**config.mk**
```make
export PLATFORM = sky130hd
export DESIGN_NAME = i2c_step_master
export DESIGN_NICKNAME = d
export VERILOG_FILES = /design/src/rtl/i2cm_pkg.sv /design/src/rtl/i2cm_tick.sv /design/src/rtl/i2cm_bus.sv /design/src/rtl/i2cm_host.sv /design/src/rtl/i2c_step_master.sv
export SDC_FILE = /design/constraint.sdc
export NUM_CORES = 1
export LEC_CHECK = 0
export BUFFER_PORTS_ARGS = -buffer_cell sky130_fd_sc_hd__buf_2
export CAP_MARGIN = 30
export CORE_MARGIN = 3
export CORE_UTILIZATION = 40
export CTS_CLUSTER_DIAMETER = 60
export CTS_CLUSTER_SIZE = 25
export DETAILED_ROUTE_END_ITERATION = 7
export GPL_ROUTABILITY_DRIVEN = 0
export PLACE_DENSITY = 0.66
export SETUP_SLACK_MARGIN = 0.2
export SLEW_MARGIN = 20
export SYNTH_ARGS = -nofsm -noshare
export SYNTH_HDL_FRONTEND = slang
export SYNTH_SLANG_ARGS = --single-unit
```
**constraint.sdc**
```tcl
create_clock -name clk -period 3.8 [get_ports clk]
set_input_delay 1.14 -clock clk [delete_from_list [all_inputs] [get_ports clk]]
set_output_delay 1.14 -clock clk [all_outputs]
set_load 0.01 [all_outputs]
```
**src/rtl/i2cm_pkg.sv**
```systemverilog
package i2cm_pkg;
  localparam int BYTE_W = 8;

  // control register bit positions
  localparam int CB_GO  = 7;
  localparam int CB_ACK = 6;
  localparam int CB_STA = 5;
  localparam int CB_STO = 4;
  localparam int CB_IE  = 0;

  // status codes
  localparam logic [7:0] SC_IDLE    = 8'hF8;
  localparam logic [7:0] SC_START   = 8'h08;
  localparam logic [7:0] SC_RSTART  = 8'h10;
  localparam logic [7:0] SC_AW_ACK  = 8'h18;
  localparam logic [7:0] SC_AW_NACK = 8'h20;
  localparam logic [7:0] SC_DW_ACK  = 8'h28;
  localparam logic [7:0] SC_DW_NACK = 8'h30;
  localparam logic [7:0] SC_AR_ACK  = 8'h40;
  localparam logic [7:0] SC_AR_NACK = 8'h48;
  localparam logic [7:0] SC_DR_ACK  = 8'h50;
  localparam logic [7:0] SC_DR_NACK = 8'h58;

  typedef enum logic [2:0] {OP_START, OP_RSTART, OP_STOP, OP_WR, OP_RD} op_t;
  typedef enum logic [2:0] {K_START, K_RSTART, K_STOP, K_ADDR, K_WRITE, K_READ} kind_t;
  typedef enum logic [2:0] {B_IDLE, B_START, B_RSTART, B_STOP, B_DRIVE, B_LOW, B_HIGH} bst_t;
endpackage

```
**src/rtl/i2cm_tick.sv**
```systemverilog
module i2cm_tick #(
  parameter int PRE_W = 2,
  parameter int DIV_W = 8
) (
  input  logic             clk,
  input  logic             rst,
  input  logic             run,
  input  logic [PRE_W-1:0] presc,
  input  logic [DIV_W-1:0] div,
  output logic             tick
);
  localparam logic [DIV_W-1:0] DIV_MIN = DIV_W'(2);

  logic [PRE_W-1:0] pcnt;
  logic [DIV_W-1:0] dcnt, dlast;

  assign dlast = (div < DIV_MIN) ? DIV_W'(1) : div - DIV_W'(1);
  assign tick  = run && (pcnt == presc) && (dcnt == dlast);

  always_ff @(posedge clk) begin
    if (rst || !run) begin
      pcnt <= '0;
      dcnt <= '0;
    end else if (pcnt == presc) begin
      pcnt <= '0;
      dcnt <= (dcnt == dlast) ? '0 : dcnt + DIV_W'(1);
    end else begin
      pcnt <= pcnt + PRE_W'(1);
    end
  end


  tick_spacing_chk: assert property (@(posedge clk) disable iff (rst)
    tick |=> !tick);
endmodule

```
**src/rtl/i2cm_bus.sv**
```systemverilog
module i2cm_bus
  import i2cm_pkg::*;
(
  input  logic              clk,
  input  logic              rst,
  input  logic              tick,
  input  logic              cmd_valid,
  input  op_t               cmd_op,
  input  logic [BYTE_W-1:0] cmd_byte,
  input  logic              cmd_ackret,
  input  logic              sda_i,
  output logic              busy,
  output logic              done,
  output logic              ack,
  output logic [BYTE_W-1:0] rx,
  output logic              scl_lo,
  output logic              sda_lo
);
  bst_t             st;
  logic [1:0]       step;
  logic [3:0]       bitn;
  logic             rd;
  logic [BYTE_W-1:0] shreg;

  assign busy = (st != B_IDLE);
  assign rx   = shreg;

  always_ff @(posedge clk) begin
    if (rst) begin
      st     <= B_IDLE;
      step   <= '0;
      bitn   <= '0;
      rd     <= 1'b0;
      shreg  <= '0;
      done   <= 1'b0;
      ack    <= 1'b0;
      scl_lo <= 1'b0;
      sda_lo <= 1'b0;
    end else begin
      done <= 1'b0;
      case (st)
        B_IDLE: if (cmd_valid) begin
          step <= '0;
          bitn <= '0;
          case (cmd_op)
            OP_START:  st <= B_START;
            OP_RSTART: begin sda_lo <= 1'b0; st <= B_RSTART; end
            OP_STOP:   begin sda_lo <= 1'b1; st <= B_STOP; end
            OP_WR:     begin shreg <= cmd_byte; rd <= 1'b0; st <= B_DRIVE; end
            default:   begin shreg <= '0; rd <= 1'b1; st <= B_DRIVE; end
          endcase
        end
        B_START: if (tick) begin
          if (step == 2'd0) begin
            sda_lo <= 1'b1;
            step   <= 2'd1;
          end else begin
            scl_lo <= 1'b1;
            done   <= 1'b1;
            st     <= B_IDLE;
          end
        end
        B_RSTART: if (tick) begin
          step <= step + 2'd1;
          case (step)
            2'd0:    scl_lo <= 1'b0;
            2'd1:    sda_lo <= 1'b1;
            default: begin scl_lo <= 1'b1; done <= 1'b1; st <= B_IDLE; end
          endcase
        end
        B_STOP: if (tick) begin
          step <= step + 2'd1;
          case (step)
            2'd0:    scl_lo <= 1'b0;
            2'd1:    sda_lo <= 1'b0;
            default: begin done <= 1'b1; st <= B_IDLE; end
          endcase
        end
        B_DRIVE: begin
          if (bitn == 4'd8) sda_lo <= rd & cmd_ackret;
          else              sda_lo <= ~rd & ~shreg[BYTE_W-1];
          st <= B_LOW;
        end
        B_LOW: if (tick) begin
          scl_lo <= 1'b0;
          st     <= B_HIGH;
        end
        B_HIGH: if (tick) begin
          scl_lo <= 1'b1;
          if (bitn == 4'd8) begin
            ack  <= ~sda_i;
            done <= 1'b1;
            st   <= B_IDLE;
          end else begin
            shreg <= {shreg[BYTE_W-2:0], sda_i};
            bitn  <= bitn + 4'd1;
            st    <= B_DRIVE;
          end
        end
        default: st <= B_IDLE;
      endcase
    end
  end


  sda_quiet_chk: assert property (@(posedge clk) disable iff (rst)
    (!$past(scl_lo) && (sda_lo != $past(sda_lo)))
      |-> ($past(st) inside {B_START, B_RSTART, B_STOP}));
endmodule

```
**src/rtl/i2cm_host.sv**
```systemverilog
module i2cm_host
  import i2cm_pkg::*;
(
  input  logic              clk,
  input  logic              rst,
  input  logic              ctl_we,
  input  logic              go,
  input  logic              want_sta,
  input  logic              want_sto,
  input  logic              ack_bit,
  input  logic              ie_bit,
  input  logic              dat_we,
  input  logic [BYTE_W-1:0] dat_wdata,
  input  logic              gie,
  input  logic              seq_done,
  input  logic              seq_ack,
  input  logic [BYTE_W-1:0] seq_rx,
  output logic              cmd_valid,
  output op_t               cmd_op,
  output logic [BYTE_W-1:0] cmd_byte,
  output logic              cmd_ackret,
  output logic              flag,
  output logic [7:0]        stat,
  output logic [BYTE_W-1:0] data,
  output logic              irq
);
  logic  held, active, addr_next, rd_mode, ie;
  kind_t kind, nkind;
  op_t   nop;
  logic  acc;
  logic [7:0] code;

  assign cmd_byte = data;

  always_comb begin
    acc   = 1'b0;
    nop   = OP_START;
    nkind = K_START;
    if (ctl_we && go && !active && (flag || !held)) begin
      if (want_sta) begin
        acc   = 1'b1;
        nop   = held ? OP_RSTART : OP_START;
        nkind = held ? K_RSTART : K_START;
      end else if (held && want_sto) begin
        acc   = 1'b1;
        nop   = OP_STOP;
        nkind = K_STOP;
      end else if (held) begin
        acc = 1'b1;
        if (addr_next)    begin nop = OP_WR; nkind = K_ADDR;  end
        else if (rd_mode) begin nop = OP_RD; nkind = K_READ;  end
        else              begin nop = OP_WR; nkind = K_WRITE; end
      end
    end
  end

  always_comb begin
    case (kind)
      K_START:  code = SC_START;
      K_RSTART: code = SC_RSTART;
      K_ADDR:   code = rd_mode ? (seq_ack ? SC_AR_ACK : SC_AR_NACK)
                               : (seq_ack ? SC_AW_ACK : SC_AW_NACK);
      K_WRITE:  code = seq_ack ? SC_DW_ACK : SC_DW_NACK;
      K_READ:   code = cmd_ackret ? SC_DR_ACK : SC_DR_NACK;
      default:  code = SC_IDLE;
    endcase
  end

  always_ff @(posedge clk) begin
    if (rst) begin
      held       <= 1'b0;
      active     <= 1'b0;
      addr_next  <= 1'b0;
      rd_mode    <= 1'b0;
      ie         <= 1'b0;
      kind       <= K_START;
      cmd_valid  <= 1'b0;
      cmd_op     <= OP_START;
      cmd_ackret <= 1'b0;
      flag       <= 1'b0;
      stat       <= SC_IDLE;
      data       <= '0;
      irq        <= 1'b0;
    end else begin
      cmd_valid <= 1'b0;
      irq       <= flag & ie & gie;
      if (ctl_we) ie <= ie_bit;
      if (dat_we && !active) data <= dat_wdata;
      if (acc) begin
        flag       <= 1'b0;
        active     <= 1'b1;
        cmd_valid  <= 1'b1;
        cmd_op     <= nop;
        kind       <= nkind;
        cmd_ackret <= ack_bit;
        stat       <= SC_IDLE;
        if (nkind == K_ADDR) rd_mode <= data[0];
      end
      if (seq_done) begin
        active <= 1'b0;
        if (kind == K_STOP) begin
          held <= 1'b0;
        end else begin
          held      <= 1'b1;
          flag      <= 1'b1;
          stat      <= code;
          addr_next <= (kind == K_START) || (kind == K_RSTART);
          if (kind == K_READ) data <= seq_rx;
        end
      end
    end
  end


  flag_hold_chk: assert property (@(posedge clk) disable iff (rst)
    ($past(flag) && !flag) |-> $past(ctl_we && go));

  idle_code_chk: assert property (@(posedge clk) disable iff (rst)
    !flag |-> (stat == SC_IDLE));

  stop_no_flag_chk: assert property (@(posedge clk) disable iff (rst)
    (seq_done && kind == K_STOP) |=> !flag);
endmodule

```
**src/rtl/i2c_step_master.sv**
```systemverilog
module i2c_step_master
  import i2cm_pkg::*;
#(
  parameter int PRE_W = 2,
  parameter int DIV_W = 8
) (
  input  logic             clk,
  input  logic             rst,
  input  logic             ctl_we,
  input  logic [7:0]       ctl_wdata,
  input  logic             dat_we,
  input  logic [7:0]       dat_wdata,
  input  logic             glb_irq_en,
  input  logic [PRE_W-1:0] presc,
  input  logic [DIV_W-1:0] div,
  input  logic             sda_i,
  output logic [7:0]       dat_rdata,
  output logic [7:0]       stat,
  output logic             done_flag,
  output logic             irq,
  output logic             scl_oe,
  output logic             sda_oe
);
  logic              tick, busy, seq_done, seq_ack, cmd_valid, cmd_ackret;
  logic [BYTE_W-1:0] seq_rx, cmd_byte;
  op_t               cmd_op;
  logic              unused_ctl;

  assign unused_ctl = ^ctl_wdata[3:1];

  i2cm_tick #(.PRE_W(PRE_W), .DIV_W(DIV_W)) u_tick (
    .clk(clk), .rst(rst), .run(busy), .presc(presc), .div(div), .tick(tick));

  i2cm_bus u_bus (
    .clk(clk), .rst(rst), .tick(tick), .cmd_valid(cmd_valid), .cmd_op(cmd_op),
    .cmd_byte(cmd_byte), .cmd_ackret(cmd_ackret), .sda_i(sda_i), .busy(busy),
    .done(seq_done), .ack(seq_ack), .rx(seq_rx), .scl_lo(scl_oe), .sda_lo(sda_oe));

  i2cm_host u_host (
    .clk(clk), .rst(rst), .ctl_we(ctl_we), .go(ctl_wdata[CB_GO]),
    .want_sta(ctl_wdata[CB_STA]), .want_sto(ctl_wdata[CB_STO]),
    .ack_bit(ctl_wdata[CB_ACK]), .ie_bit(ctl_wdata[CB_IE]), .dat_we(dat_we),
    .dat_wdata(dat_wdata), .gie(glb_irq_en), .seq_done(seq_done), .seq_ack(seq_ack),
    .seq_rx(seq_rx), .cmd_valid(cmd_valid), .cmd_op(cmd_op), .cmd_byte(cmd_byte),
    .cmd_ackret(cmd_ackret), .flag(done_flag), .stat(stat), .data(dat_rdata), .irq(irq));


  stretch_chk: assert property (@(posedge clk) disable iff (rst)
    done_flag |-> scl_oe);

  irq_gate_chk: assert property (@(posedge clk) disable iff (rst)
    irq |-> $past(done_flag && glb_irq_en));

  stall_chk: assert property (@(posedge clk) disable iff (rst)
    done_flag |-> !busy);
endmodule

```
==> qor.txt, run 1 <==
Layout cells sized above 1 -> 0.219
CP peak stage delay -> 500 ps
Hold_ws -> 454 ps
Outcome -> finished clean
Library cells used by synthesis -> 64
EDFF count, synth -> 0
Peak Freq -> 290 MHz
Final wirelength -> 8260 um
Worst-margin pin slew -> 932 ps
TritonCTS Sinks -> 63
Tmin final -> 3440 ps
Clock transition at path regs -> 70 ps
Ys Warns -> 0
Clock skew -> 9.37 ps
Rows -> 33
P_leak -> 1.59 nW
Syn Inst Count -> 430
Tot GR Track Use -> 0.174
Sequential area share after synthesis -> 0.362
ANT nets after route -> 0
Core Area -> 8340 sq um
Max stage delay cell, worst path -> or4b_1
Ys async rst share -> 0
Remaining DRCs -> 0
#FFs+latches synth -> 63
Boundary Pins -> 52
Root buf cell -> clkbuf_8
Main synth FF type -> dfxtp_1
Largest net degree at the start of global routing -> 29
Full die area -> 9860 sq um
Num CTS Buffers -> 9
DRT iter0 DRCs -> 224
Final-report setup violation count -> 0
Arrival time worst endpoint -> 3720 ps
Worst-skew pair later-pin latency -> 340 ps
Most frequent cells in the layout -> dfxtp_1, nor2_1, buf_2, a21oi_1, nand2_1
Initial Utilization -> 0.417
Crit path cell chain -> buf_2 -> inv_2 -> ha_2 -> or3b_4 -> nor3_4 -> o2111a_1 -> nand3_2 -> or4b_1 -> buf_4 -> or4_1 -> a21oi_1
RSZ-0062 raised after global routing -> no
Die width -> 99.3 um
Vias in the first global route -> 3053
Ant diodes -> 0
Layout area overhead -> 20.7%
Die height -> 99.3 um
Number of port buffers -> 48
Max cap viols -> 0
Vias per cell -> 5.54
Final Max Tran Viols -> 0
Post-DP HPWL -> 6020 um
Via Count -> 3312
Startpoint Class -> primary input
Grt total ovfl -> 0
Netlist Area Pre-Place -> 3480 sq um
CP Capture Type -> flop
CTS H-tree depth -> 3
CP Data Required Time -> 4070 ps
DR pass1 iterations -> 4
Worst Path Max Fanout -> 10
Worst slew margin -> 0.374
Hold WC Path Type -> flop to flop
Antenna violations before repair -> 0
Fillers -> 785
Critical path type -> primary input to flop
Worst VDD drop -> 212 uV
Worst-case clock buffer depth -> 2
Mapped Avg Cell Area -> 8.09 sq um
Global-route wire length before repair -> 14200 um
CTS tree -> built
Routed WL per cell -> 13.8 um
Post-Syn Nets -> 470
Final period util -> 0.906
Final Power -> 1.53 mW
Post-layout net count -> 529
Commonest non-fill, non-tap cell in the layout -> dfxtp_1
Final Hold Vio Count -> 0
Pwr dens -> 365 nW/um^2
-- power by group --
| group | internal (mW) | total (mW) | switching (mW) |
|---|---|---|---|
| Clock | 0.451 | 0.716 | 0.265 |
| Sequential | 0.671 | 0.683 | 0.0125 |
| Combinational | 0.0591 | 0.133 | 0.0741 |
| Total | 1.18 | 1.53 | 0.352 |
-- registers in the layout, summed over array words and instances (netlist names), 2 cells and up --
register         flops
u_bus.bitn           4
u_bus.step           2
u_tick.pcnt          2
u_host.cmd_op        3
u_host.kind          3
u_host.stat          8
u_bus.rx             8
u_tick.dcnt          8
u_host.cmd_byte      8
u_bus.st             3
-- cells by family (layout without fill, tap and decap cells) --
logic type	after synthesis	count (layout)	share of synthesized area
AOI/OAI and AO/OA	114	114	0.218
xor gates and xnor gates	14	14	0.0352
muxes	21	21	0.0636
and+or+nand+nor	167	167	0.245
adders and majority gates	8	8	0.0288
buffers and inverters	43	106	0.0467
DFF	63	63	0.362
-- through the flow --
| step | cell area (sq um) | utilization | std cells | worst slack (ps) | setup TNS [ps] |
|---|---|---|---|---|---|
| finish | 4200 | 0.504 | 598 | 357 | 0 |
| global route | 4200 | 0.504 | 598 | 228 | 0 |
| CTS | 4190 | 0.502 | 598 | 309 | 0 |
| detailed placement | 3950 | 0.473 | 583 | -44.3 | -88.4 |
| global placement | 3940 | 0.472 | 582 | -29.3 | -29.3 |
| floorplan | 3500 | - | 430 | 223 | 0 |
-- synth_stat cells, drive strengths merged, types with 2 or more instances --
cell type   n  area share
dfxtp      63        0.36
clkbuf     20       0.022
nand3b      2      0.0043
nand4       6       0.011
a21oi      31       0.046
o2111ai     2      0.0050
nand2      29       0.031
nand2b      4      0.0072
nor3b       2      0.0043
mux2        9       0.029
ha          8       0.029
o31ai       3      0.0065
or2         2      0.0036
o21ai      20       0.029
a211oi     10       0.022
or4         3      0.0065
nand3      10       0.014
a22oi      12       0.026
mux2i      12       0.035
a31oi       3      0.0054
xnor2       8       0.020
a32oi       5       0.013
nor2       60       0.065
and2        5      0.0090
a2111oi     2      0.0050
o22ai       3      0.0054
nor4        4      0.0090
inv        21       0.023
or3         6       0.012
o211ai      3      0.0065
nor2b      13       0.023
a21boi      4      0.0086
nor4b       4       0.010
nor3       10       0.019
xor2        6       0.015
and3        3      0.0054
-- timing repair --
| action | in CTS | in global routing |
|---|---|---|
| hold buffers | 0 | 0 |
| buffers inserted | 0 | 0 |
| resized for setup | 0 | 2 |
| hold endpoints to repair | 0 | 0 |
| endpoints found under the setup margin | 0 | 3 |
-- path summary, 6_finish.rpt --
kind | start | end | slack [ps] | cells after the start
worst max-delay path | div[1] | u_bus.bitn[3] | 360 | 11
worst min-delay path | u_host.stat[0] | u_host.stat[0] | 450 | 1
worst max register to register | u_tick.dcnt[4] | u_bus.bitn[3] | 1270 | 8
worst min register to register | u_host.stat[0] | u_host.stat[0] | 450 | 1
-- critical path, delay by kind of cell --
family | cells | cell delay, ps
simple gates | 5 | 1660
buf+inv | 3 | 350
fa+ha+maj | 1 | 160
compound gates | 2 | 390
-- cell type report --
| class | instances | area [sq um] | area share |
|---|---|---|---|
| Multi-Input combinational cell | 324 | 2080 | 0.496 |
| Tap cell | 105 | 131 | 0.0313 |
| Sequential cell | 63 | 1260 | 0.300 |
| Clock buffer | 10 | 138 | 0.0328 |
| Timing Repair Buffer | 69 | 398 | 0.0947 |
| Inverter | 22 | 82.6 | 0.0197 |
| Clock inverter | 5 | 106 | 0.0253 |
-- routing by layer --
| metal | part of all wire | GRT usage | vias to the layer above |
|---|---|---|---|
| met2 | 0.47 | 0.279 | 75 |
| met3 | 0.049 | 0.0491 | 11 |
| met4 | 0.013 | 0.0504 | 0 |
| met5 | 0 | 0 | - |
| met1 | 0.47 | 0.230 | 1551 |
| li1 | - | - | 1675 |
Note: power is estimated with default switching activity, not from simulation.
==> run 2, diff against run 1 <==
ABC_AREA = 1   (was default)
CTS_BUF_LIST = sky130_fd_sc_hd__clkbuf_4 sky130_fd_sc_hd__clkbuf_8 sky130_fd_sc_hd__clkbuf_16   (was default)
==> run 2 against run 1 <==
Highest routed layer unchanged. Via count rose by 6.3%. Maximum frequency rose by 15%. Synthesized area rose by 2.7%. Flip-flop and latch count did not move. Critical path depth rose by 3.
==> qor.txt, run 2 <==
Die height -> 101 um
Grt total ovfl -> 0
Critical path type -> primary input to flop
Final Hold Vio Count -> 0
Worst-case clock buffer depth -> 2
DRT iter0 DRCs -> 152
#FFs+latches synth -> 63
Placed Instance Area -> 3920 sq um
Synth Area in Adders -> 0.0280
Remaining DRCs -> 0
Largest net degree at the start of global routing -> 21
Sequential area share after synthesis -> 0.353
Core Area -> 8460 sq um
Main synth FF type -> dfxtp_1
CTS H-tree depth -> 3
Post-CTS setup buffer count -> 0
Worst-margin pin slew -> 614 ps
Ys Warns -> 0
Clock transition at path regs -> 70 ps
Synth area leaders -> dfxtp_1, nand2_1, nor2_1
Post-DP HPWL -> 6260 um
Ant diodes -> 0
DR pass1 iterations -> 6
Tot GR Track Use -> 0.168
Library cells used by synthesis -> 37
Post-Syn Nets -> 585
Via Count -> 3519
Worst slew margin -> 0.588
Routed WL per cell -> 11.6 um
Mapped Avg Cell Area -> 6.56 sq um
TritonCTS Sinks -> 63
Arrival time worst endpoint -> 3200 ps
Netlist Area Pre-Place -> 3580 sq um
Yosys top cell area share -> 0.353
Final Max Tran Viols -> 0
ANT nets after route -> 0
Final wirelength -> 8160 um
CP Capture Type -> flop
Top cells by count, synth -> nand2_1, nor2_1, inv_1
Final WS setup -> 818 ps
Post-route cell area -> 4120 sq um
Worst-skew pair later-pin latency -> 340 ps
P_leak -> 1.80 nW
CP Data Required Time -> 4020 ps
Post-cts resize count -> 0
Most frequent cells in the layout -> nand2_1, nor2_1, inv_1, dfxtp_1, buf_2
Pwr dens -> 485 nW/um^2
Worst Path Max Fanout -> 9
EDFF count, synth -> 0
CTS tree -> built
Fillers -> 877
Main combinational cell family by area after synthesis -> simple AND/OR/NAND/NOR gates
Final period util -> 0.785
Synth Area in Simple Gates -> 0.332
Final-report setup violation count -> 0
Outcome -> finished clean
Final Power -> 2.00 mW
Global-route wire length before repair -> 14000 um
Vias per cell -> 4.98
Layout cells sized above 1 -> 0.150
Number of port buffers -> 48
RSZ-0062 raised after global routing -> no
Worst VDD drop -> 264 uV
Tmin final -> 2980 ps
Synth area leader -> dfxtp_1
Multiplexer area fraction after synthesis -> 0
Commonest non-fill, non-tap cell in the layout -> nand2_1
Layout area overhead -> 15.2%
Full die area -> 10100 sq um
Setup tns final -> 0 ps
Startpoint Class -> primary input
Post-layout net count -> 636
Hold WC Path Type -> flop to flop
Hold Crit Depth -> 2
Num CTS Buffers -> 9
Vias in the first global route -> 3205
Peak Freq -> 335 MHz
Rows -> 33
Layout Utilization -> 0.487
Compound-cell area share of the yosys netlist -> 0.159
R2r worst-path depth -> 7
Post-Synth XOR/XNOR Area -> 0.0269
Pre-CTS WS -> 516 ps
Cell with the most instances after synthesis -> nand2_1
Ys async rst share -> 0
Syn Inst Count -> 545
Boundary Pins -> 52
Root buf cell -> clkbuf_8
Initial Utilization -> 0.422
Antenna violations before repair -> 0
Max cap viols -> 0
Die width -> 101 um
CTS Hold Bufs -> 0
Clock skew -> 9.77 ps
-- run 2: cell types whose count changed in the layout (fill, tap and decap cells not counted), sizes merged, moves of 13 or more --
cell / change
nand2: +97
nor2: +24
buf: -16
a31oi: +13
nand3: +28
inv: +56
nor2b: -13
o21ai: +15
-- run 2: per-stage QoR --
step	hold slack [ps]	instances
after floorplan	412	545
after global placement	412	689
after detailed placement	416	690
after CTS	427	706
after global routing	451	706
final	425	706
-- run 2: metal layers --
metal | wire, um | part of all wire | up-vias | track usage
li1 | - | - | 1876 | -
met1 | 3920 | 0.48 | 1557 | 0.221
met2 | 3730 | 0.46 | 76 | 0.271
met3 | 362 | 0.044 | 10 | 0.0374
met4 | 145 | 0.018 | 0 | 0.0632
met5 | 0 | 0 | - | 0
-- run 2: cell type report --
class,instances,area [sq um],area share
timing repair buffer,53,275,0.0668
tap,105,131,0.0319
clock buffer,11,145,0.0352
multi-input combinational,390,1950,0.474
clock inverter,5,57.6,0.0140
inverter,79,297,0.0720
sequential,63,1260,0.306
-- run 2: final timing paths --
path                        from              to  slack [ps]
setup reg to reg     u_bus.st[2]     u_bus.rx[2]        1450
hold reg to reg   u_host.stat[2]  u_host.stat[2]         430
setup / recovery          div[0]     u_bus.rx[2]         820
hold / removal    u_host.stat[2]  u_host.stat[2]         430
-- run 2: power breakdown --
part	total (mW)	leakage [nW]	internal, mW	switching [mW]
Clock	0.594	0.0950	0.327	0.267
Sequential	0.783	0.513	0.729	0.0533
Combinational	0.622	1.19	0.214	0.409
Total	2.00	1.80	1.27	0.729
-- run 2: critical path, cell delays in order --
cell	delay, ps
buf_2	120
inv_1	120
ha_1	270
nand2_1	80
nand2_1	60
nand2_1	70
o21ai_0	220
nand3_1	100
nor2_1	230
nand3_2	140
nand2_2	120
nand3_2	210
inv_2	230
a21oi_1	90
-- run 2: cell families (layout without fill, tap and decap cells) --
group / after synthesis / count (layout)
buffers and inverters: 92 / 148
AND/OR/NAND/NOR: 270 / 270
adder cells (fa/ha/maj): 8 / 8
AO/OA/AOI/OAI: 101 / 101
flip-flops: 63 / 63
XOR/XNOR: 11 / 11
